$ cat config.mk
export PLATFORM = sky130hd
export DESIGN_NAME = tmr16_ctc
export DESIGN_NICKNAME = d
export VERILOG_FILES = /design/src/rtl/tmr16_pkg.sv /design/src/rtl/tmr16_topregs.sv /design/src/rtl/tmr16_counter.sv /design/src/rtl/tmr16_flag.sv /design/src/rtl/tmr16_wave.sv /design/src/rtl/tmr16_ctc.sv
export SDC_FILE = /design/constraint.sdc
export NUM_CORES = 1
export LEC_CHECK = 0
export ABC_CLOCK_PERIOD_IN_PS = 3100
export BUFFER_PORTS_ARGS = -buffer_cell sky130_fd_sc_hd__buf_2
export CAP_MARGIN = 20
export CORE_ASPECT_RATIO = 0.75
export CORE_MARGIN = 1
export CORE_UTILIZATION = 50
export CTS_CLUSTER_DIAMETER = 60
export DETAILED_ROUTE_END_ITERATION = 10
export GPL_ROUTABILITY_DRIVEN = 0
export PLACE_DENSITY = 0.82
export SLEW_MARGIN = 15
export SYNTH_ARGS = -nofsm -noshare
export SYNTH_HDL_FRONTEND = slang
export SYNTH_SLANG_ARGS = --single-unit
$ cat constraint.sdc
create_clock -name clk -period 3.1 [get_ports clk]
set_input_delay 0.465 -clock clk [delete_from_list [all_inputs] [get_ports clk]]
set_output_delay 0.465 -clock clk [all_outputs]
set_load 0.005 [all_outputs]
$ cat src/rtl/tmr16_pkg.sv
package tmr16_pkg;
    typedef enum logic [1:0] {
        MODE_FREE    = 2'd0,
        MODE_CTC_A   = 2'd1,
        MODE_CTC_CAP = 2'd2
    } mode_e;

    localparam logic [3:0] CODE_CTC_A   = 4'd4;
    localparam logic [3:0] CODE_CTC_CAP = 4'd12;
    localparam logic [1:0] COM_TOGGLE   = 2'd1;

    localparam int FLAG_OVF  = 0;
    localparam int FLAG_CMPA = 1;
    localparam int FLAG_CAP  = 2;
    localparam int NUM_FLAGS = 3;

    function automatic mode_e decode_mode(input logic [3:0] code);
        if (code == CODE_CTC_A)
            return MODE_CTC_A;
        else if (code == CODE_CTC_CAP)
            return MODE_CTC_CAP;
        else
            return MODE_FREE;
    endfunction
endpackage

$ cat src/rtl/tmr16_topregs.sv
module tmr16_topregs #(
    parameter int W = 16
) (
    input  logic         clk,
    input  logic         rst_n,
    input  logic [W-1:0] wr_data,
    input  logic         wr_a,
    input  logic         wr_c,
    output logic [W-1:0] top_a,
    output logic [W-1:0] top_c
);
    always_ff @(posedge clk) begin
        if (!rst_n) begin
            top_a <= '0;
            top_c <= '0;
        end else begin
            if (wr_a) top_a <= wr_data;
            if (wr_c) top_c <= wr_data;
        end
    end
endmodule

$ cat src/rtl/tmr16_counter.sv
module tmr16_counter
    import tmr16_pkg::*;
#(
    parameter int W = 16
) (
    input  logic         clk,
    input  logic         rst_n,
    input  logic         tick,
    input  mode_e        mode,
    input  logic [W-1:0] wr_data,
    input  logic         wr_cnt,
    input  logic [W-1:0] top_a,
    input  logic [W-1:0] top_c,
    output logic [W-1:0] cnt_q,
    output logic         hit_a,
    output logic         hit_c,
    output logic         wrap_evt
);
    localparam logic [W-1:0] CNT_MAX = '1;

    logic [W-1:0] cnt_d;
    logic [W-1:0] top_sel;
    logic         top_used;
    logic         adv;
    logic         hit;

    assign adv = tick && !wr_cnt;

    always_comb begin
        top_sel  = '0;
        top_used = 1'b0;
        unique case (mode)
            MODE_FREE: begin
                top_sel  = '0;
                top_used = 1'b0;
            end
            MODE_CTC_A: begin
                top_sel  = top_a;
                top_used = 1'b1;
            end
            MODE_CTC_CAP: begin
                top_sel  = top_c;
                top_used = 1'b1;
            end
        endcase
    end

    assign hit      = adv && top_used && (cnt_q == top_sel);
    assign hit_a    = hit && (mode == MODE_CTC_A);
    assign hit_c    = hit && (mode == MODE_CTC_CAP);
    assign wrap_evt = adv && !hit && (cnt_q == CNT_MAX);

    always_comb begin
        cnt_d = cnt_q;
        if (wr_cnt)
            cnt_d = wr_data;
        else if (hit)
            cnt_d = '0;
        else if (adv)
            cnt_d = cnt_q + 1'b1;
    end

    always_ff @(posedge clk) begin
        if (!rst_n) cnt_q <= '0;
        else        cnt_q <= cnt_d;
    end
endmodule

$ cat src/rtl/tmr16_flag.sv
module tmr16_flag (
    input  logic clk,
    input  logic rst_n,
    input  logic set_i,
    input  logic clr_i,
    output logic flag_q
);
    always_ff @(posedge clk) begin
        if (!rst_n)      flag_q <= 1'b0;
        else if (set_i)  flag_q <= 1'b1;
        else if (clr_i)  flag_q <= 1'b0;
    end
endmodule

$ cat src/rtl/tmr16_wave.sv
module tmr16_wave
    import tmr16_pkg::*;
(
    input  logic       clk,
    input  logic       rst_n,
    input  logic [1:0] com_sel,
    input  logic       match,
    output logic       wave_q
);
    always_ff @(posedge clk) begin
        if (!rst_n)
            wave_q <= 1'b0;
        else if (match && com_sel == COM_TOGGLE)
            wave_q <= ~wave_q;
    end
endmodule

$ cat src/rtl/tmr16_ctc.sv
module tmr16_ctc
    import tmr16_pkg::*;
#(
    parameter int CNT_W = 16
) (
    input  logic             clk,
    input  logic             rst_n,
    input  logic             tick,
    input  logic [3:0]       mode_sel,
    input  logic [1:0]       com_sel,
    input  logic [CNT_W-1:0] wr_data,
    input  logic             wr_cnt,
    input  logic             wr_cmpa,
    input  logic             wr_cap,
    input  logic             clr_ovf,
    input  logic             clr_cmpa,
    input  logic             clr_cap,
    output logic [CNT_W-1:0] count,
    output logic             ovf_flag,
    output logic             cmpa_flag,
    output logic             cap_flag,
    output logic             wave_out
);
    mode_e            mode;
    logic [CNT_W-1:0] top_a_q;
    logic [CNT_W-1:0] top_c_q;
    logic             hit_a;
    logic             hit_c;
    logic             wrap_evt;
    logic [NUM_FLAGS-1:0] flag_set;
    logic [NUM_FLAGS-1:0] flag_clr;
    logic [NUM_FLAGS-1:0] flag_q;

    assign mode = decode_mode(mode_sel);

    tmr16_topregs #(.W(CNT_W)) u_regs (
        .clk(clk), .rst_n(rst_n), .wr_data(wr_data),
        .wr_a(wr_cmpa), .wr_c(wr_cap),
        .top_a(top_a_q), .top_c(top_c_q)
    );

    tmr16_counter #(.W(CNT_W)) u_cnt (
        .clk(clk), .rst_n(rst_n), .tick(tick), .mode(mode),
        .wr_data(wr_data), .wr_cnt(wr_cnt),
        .top_a(top_a_q), .top_c(top_c_q),
        .cnt_q(count), .hit_a(hit_a), .hit_c(hit_c), .wrap_evt(wrap_evt)
    );

    assign flag_set[FLAG_OVF]  = wrap_evt;
    assign flag_set[FLAG_CMPA] = hit_a;
    assign flag_set[FLAG_CAP]  = hit_c;
    assign flag_clr[FLAG_OVF]  = clr_ovf;
    assign flag_clr[FLAG_CMPA] = clr_cmpa;
    assign flag_clr[FLAG_CAP]  = clr_cap;

    for (genvar i = 0; i < NUM_FLAGS; i++) begin : g_flag
        tmr16_flag u_flag (
            .clk(clk), .rst_n(rst_n),
            .set_i(flag_set[i]), .clr_i(flag_clr[i]), .flag_q(flag_q[i])
        );
    end

    assign ovf_flag  = flag_q[FLAG_OVF];
    assign cmpa_flag = flag_q[FLAG_CMPA];
    assign cap_flag  = flag_q[FLAG_CAP];

    tmr16_wave u_wave (
        .clk(clk), .rst_n(rst_n), .com_sel(com_sel),
        .match(hit_a | hit_c), .wave_q(wave_out)
    );
endmodule

==> flow_summary.ini, run 1 <==
[outcome]
outcome = finished clean

[worst_setup_path]
cp_slowest_cell = buf_2
r2r-start = u_cnt.cnt_q[2]
worst_path_largest_cell_delay_ns = 0.51
rr_worst_depth = 6
path_buf_inv = 1
r2r_slack_ns = 0.83
crit_chain = buf_2, mux2i_1, a21oi_1, or3_1, a22oi_1, nand4_4, a32o_1
regToRegEndpoint = u_cnt.cnt_q[8]
endpoint_kind = flip-flop
critPathTopFamily = compound AO/OA/AOI/OAI gates
cp.arrival_ns = 2.87
critPathMaxFanout = 21
startpoint_type = input port
worstSetupPathType = input port to flip-flop
cp.required_ns = 3.31

[global_routing]
antenna_found_initial = 0
grt_pass1_wl_um = 10900
grt_pass1_vias = 2177
grt_util_all_layers_pct = 24.5
grt_max_degree = 45
grt.overflow.total = 0

[placement]
dp_hpwl_um = 4890
place_inst = 404
placed_area_um2 = 3110
portBuffers = 50
dp_slack_ns = 0.114

[finish]
syn_to_final_growth_pct = 13.7
mostFrequentLayoutCells = dfxtp_1, mux2i_1, buf_2
n_antenna_cell = 0
final_area_um2 = 3220
fin_nets = 368
drive_gt1_share_pct = 19.9
stdcell_count = 412
final_common_cell = dfxtp_1

[min_path]
min-delay-start = wr_data[3]
hp-class = input port to flip-flop
whs_path_depth = 2
min_to = u_cnt.cnt_q[3]

[synthesis]
avgSynthCellArea_um2 = 9.66
synthCells = 293
synth-seq-cells = 52
seq_area_frac_synth_pct = 36.8
yosysUniqueCellTypes = 42
syn_area_um2 = 2830
synth_warnings = 0
synth_fp_nets = 325

[timing]
clock.fmax_mhz = 377
whs_ns = 0.396
post-route-period-util_pct = 85.6
setup_viol = 0
skew_ns = 0.00689
slew_viol_final = 0
period_needed_ns = 2.65
worst_pin_slew_ns = 0.712
fin_setup_tns_ns = 0
max-slew-margin-rel_pct = 52.2
hold_viol_final = 0
rsz0062_at_grt = no
setup_slack_ns = 0.446

[route]
first_pass_iters = 4
wl_met2_um = 3040
routed-wl-met3_um = 313
drt_first_iter_violations = 173
num_vias = 2348
drc_errors = 0
wl_met1_um = 3370
avgRoutedWirePerCell_um = 16.5
routed_wirelength_um = 6800
drtAntennaViolNets = 0
top_layer_used = met4
routed_via_density = 5.70

[clocking]
cts.hold.buffers_added = 0
clock-root-buffer = clkbuf_8
clkSinkCount = 52
ctsHtreeMaxLevel = 2
cts_tree = built
cts_resized = 0
clk_latency_ns = 0.31
postCtsSetupBuffers = 0
cts_buffers = 5
cts.reportedPaths.clkPinSlew_ns = 0.09
cts.path.max_buffers = 2

[pwr]
p_leak_nw = 1.36
power.density_nw_per_um2 = 445
ir_worst_vdd_mv = 0.216

[job]
drv_cap = 0

[floorplan]
rows = 23
die_height_um = 67.2
die_w_um = 88.9
core-area_um2 = 5410
die_area_um2 = 5970
pin_count = 51
start_util_pct = 52.3
## power breakdown
part	total, W	leakage, nW	switching [W]	internal [W]
Clock	0.000465	0.0552	0.000225	0.000240
Sequential	0.000749	0.429	0.0000428	0.000706
Combinational	0.000221	0.874	0.000112	0.000109
## cell usage after synthesis
library cell	n	area (um^2)
a21oi_1	7	35.0
a222oi_1	2	20.0
a22oi_1	2	15.0
a31o_1	2	17.5
a31oi_1	2	12.5
a32o_1	12	120
a32oi_1	5	43.8
and2_1	3	18.8
and3_1	5	31.3
and3b_1	1	8.76
buf_4	1	7.51
buf_6	3	33.8
clkbuf_1	14	52.6
dfxtp_1	52	1040
ha_1	1	12.5
inv_1	3	11.3
mux2_2	1	11.3
mux2i_1	50	500
nand2_1	15	56.3
nand2b_1	3	18.8
nand3_1	10	50.1
nand3b_1	2	15.0
nand4_1	4	25.0
nand4_4	1	21.3
nand4bb_1	1	11.3
nor2_1	5	18.8
nor2b_1	35	219
nor3_1	1	5.00
nor3b_1	11	82.6
nor3b_2	1	12.5
nor4_2	1	12.5
o2111a_1	1	11.3
o21ai_0	5	25.0
o21ai_1	1	5.00
o31ai_1	1	7.51
o31ai_2	1	12.5
or2_2	1	6.26
or3_1	5	31.3
or3b_1	1	8.76
or4_1	1	7.51
xnor2_1	12	105
xor2_1	8	70.1
## per-layer routing
metal  GRT usage, %  up-vias
met4           8.47        0
li1               -     1149
met2           38.5       67
met5              0        -
met3           4.89       11
met1           33.6     1121
## cells by family (layout without fill, tap and decap cells)
| kind of cell | count (synthesis) | after routing | synth area share [%] |
|---|---|---|---|
| compound gates | 41 | 41 | 11.5 |
| xor+xnor | 20 | 20 | 6.19 |
| fa+ha+maj | 1 | 1 | 0.442 |
| buf+inv | 21 | 65 | 3.71 |
| flops | 52 | 52 | 36.8 |
| mux | 51 | 51 | 18.1 |
| simple gates | 107 | 107 | 23.3 |
## area by class of cell
class,instances,area (um^2)
Multi-Input combinational cell,220,1690
Clock buffer,6,72.6
Clock inverter,2,35.0
Sequential cell,52,1040
Timing Repair Buffer,54,280
Inverter,3,11.3
Tap cell,75,93.8
Fill cell,503,2190
## worst register-to-register path, cell delays in order (launching register included)
cell      delay [ns]
dfxtp_1         0.49
inv_1           0.11
a222oi_1        0.32
o21ai_0         0.15
nor4_2          0.38
nand4_4         0.37
a32o_1          0.36
## state kept, by name, summed over array words and instances, names as in the netlist
name	count
u_regs.top_c	16
u_wave.wave_q	1
u_regs.top_a	16
g_flag.u_flag.flag_q	3
u_cnt.cnt_q	16
## how the worst max path moves through the flow
stage	start	end	slack, ns	depth (start not counted)
2_1_floorplan	mode_sel[1]	u_cnt.cnt_q[7]	0.76	8
3_3_place_gp	mode_sel[3]	u_cnt.cnt_q[8]	0.23	7
3_5_place_dp	mode_sel[3]	u_cnt.cnt_q[8]	0.11	7
4_1_cts	mode_sel[3]	u_cnt.cnt_q[8]	0.45	7
5_1_grt	mode_sel[3]	u_cnt.cnt_q[8]	0.29	7
6_report	mode_sel[3]	u_cnt.cnt_q[8]	0.45	7
## stage by stage
| stage | power, W | util, % |
|---|---|---|
| 3_5_place_dp | 0.000982 | 57.5 |
| 2_1_floorplan | 0.000905 | - |
| 6_report | 0.00143 | 59.5 |
| 5_1_grt | 0.00150 | 59.5 |
| 4_1_cts | 0.00143 | 59.5 |
| 3_3_place_gp | 0.000973 | 57.5 |
Note: power is estimated with default switching activity, not from simulation.
==> inputs of run 2 (changes only) <==
--- a/config.mk
+++ b/config.mk
@@ -15,6 +15,7 @@
 export DETAILED_ROUTE_END_ITERATION = 10
 export GPL_ROUTABILITY_DRIVEN = 0
 export PLACE_DENSITY = 0.82
+export RECOVER_POWER = 50
 export SLEW_MARGIN = 15
 export SYNTH_ARGS = -nofsm -noshare
 export SYNTH_HDL_FRONTEND = slang
==> flow_summary.ini, run 2 (synthesis gave the netlist of run 1 again) <==
[outcome]
outcome = finished clean

[floorplan]
core-area_um2 = 5410
start_util_pct = 52.3
rows = 23
pin_count = 51
die_height_um = 67.2
die_w_um = 88.9
die_area_um2 = 5970

[timing]
skew_ns = 0.00687
period_needed_ns = 2.65
whs_ns = 0.396
post-route-period-util_pct = 85.6
fin_setup_tns_ns = 0
clock.fmax_mhz = 377
slew_viol_final = 0
setup_slack_ns = 0.445
worst_pin_slew_ns = 1.33
max-slew-margin-rel_pct = 11.6
rsz0062_at_grt = no
hold_viol_final = 0
setup_viol = 0

[placement]
dp_hpwl_um = 4890
dp_slack_ns = 0.114
portBuffers = 50

[pwr]
p_leak_nw = 1.34
power.density_nw_per_um2 = 447
ir_worst_vdd_mv = 0.216
p_total_w = 0.00143

[finish]
fillers = 503
register_area_um2 = 1040
reg.largest.list = u_cnt.cnt_q: 16 flops, u_regs.top_a: 16 flops, u_regs.top_c: 16 flops
n_antenna_cell = 0
fin_nets = 368
final_common_cell = dfxtp_1
syn_to_final_growth_pct = 13.5
final_core_util_pct = 59.4
drive_gt1_share_pct = 18.4
mostFrequentLayoutCells = dfxtp_1, mux2i_1, buf_2
multi_input_area_um2 = 1690

[clocking]
cts_buffers = 5
clock-root-buffer = clkbuf_8
cts_tree = built
cts.hold.buffers_added = 0
postCtsSetupBuffers = 0
ctsHtreeMaxLevel = 2
cts.path.max_buffers = 2
cts_resized = 0
cts.reportedPaths.clkPinSlew_ns = 0.09
clk_latency_ns = 0.31
clkSinkCount = 52

[worst_setup_path]
rr_worst_depth = 6
crit_chain = buf_2, mux2i_1, a21oi_1, or3_1, a22oi_1, nand4_4, a32o_1
startpoint_type = input port
cp.arrival_ns = 2.87
critPathMaxFanout = 21
endpoint_kind = flip-flop
path_depth = 7
critPathTopFamily = compound AO/OA/AOI/OAI gates
cp.required_ns = 3.31
endpoint = u_cnt.cnt_q[8]
r2r-start = u_cnt.cnt_q[2]
worst_path_largest_cell_delay_ns = 0.51
worstSetupPathType = input port to flip-flop
r2r_slack_ns = 0.83
startpoint = mode_sel[3]
cp_slowest_cell = buf_2
regToRegEndpoint = u_cnt.cnt_q[8]
path_buf_inv = 1

[route]
num_vias = 2354
first_pass_iters = 4
drc_errors = 0
routed_via_density = 5.71
drt_first_iter_violations = 174
drtAntennaViolNets = 0
routed_wirelength_um = 6810
avgRoutedWirePerCell_um = 16.5

[global_routing]
grt_max_degree = 45
antenna_found_initial = 0
grt_util_all_layers_pct = 24.5
grt.overflow.total = 0
grt_pass1_vias = 2177
grt_pass1_wl_um = 10900

[min_path]
hp-class = input port to flip-flop

[job]
drv_cap = 0
==> run 2: changes by cell type in the layout (fill, tap and decap cells not counted), sizes merged <==
cell	change
buf	-5
clkbuf	+5
==> run 2: worst min path at each step <==
stage,from,endpoint,depth (start not counted)
after CTS,wr_data[3],u_cnt.cnt_q[3],2
after floorplan,u_wave.wave_q,u_wave.wave_q,2
after global routing,wr_data[3],u_cnt.cnt_q[3],2
after detailed placement,u_wave.wave_q,u_wave.wave_q,2
after global placement,u_wave.wave_q,u_wave.wave_q,2
final,wr_data[3],u_cnt.cnt_q[3],2
==> run 2: per-stage QoR <==
step / std cells / instance area [um^2]
floorplan: 293 / 2830
global placement: 404 / 3110
detailed placement: 404 / 3110
CTS: 412 / 3220
global route: 412 / 3210
finish: 412 / 3210
==> run 2: power by group <==
group / switching, W / internal, W / total, W / leakage (nW)
registers: 0.0000429 / 0.000706 / 0.000749 / 0.429
logic: 0.000112 / 0.000110 / 0.000222 / 0.856
clock network: 0.000225 / 0.000240 / 0.000464 / 0.0552
==> run 2: per-layer routing <==
layer / routed length, um / global-route usage [%] / part of all wire [%] / up-vias
li1: - / - / - / 1149
met1: 3370 / 33.6 / 50 / 1125
met2: 3040 / 38.5 / 45 / 69
met3: 307 / 4.89 / 4.5 / 11
met4: 84 / 8.47 / 1.2 / 0
met5: 0 / 0 / 0 / -
==> run 2: layout make-up <==
type / count / share of cell area (%)
timing repair buffer: 54 / 8.53
clock buffer: 6 / 2.26
multi-input combinational: 220 / 52.5
inverter: 3 / 0.350
sequential: 52 / 32.4
tap: 75 / 2.92
clock inverter: 2 / 1.09
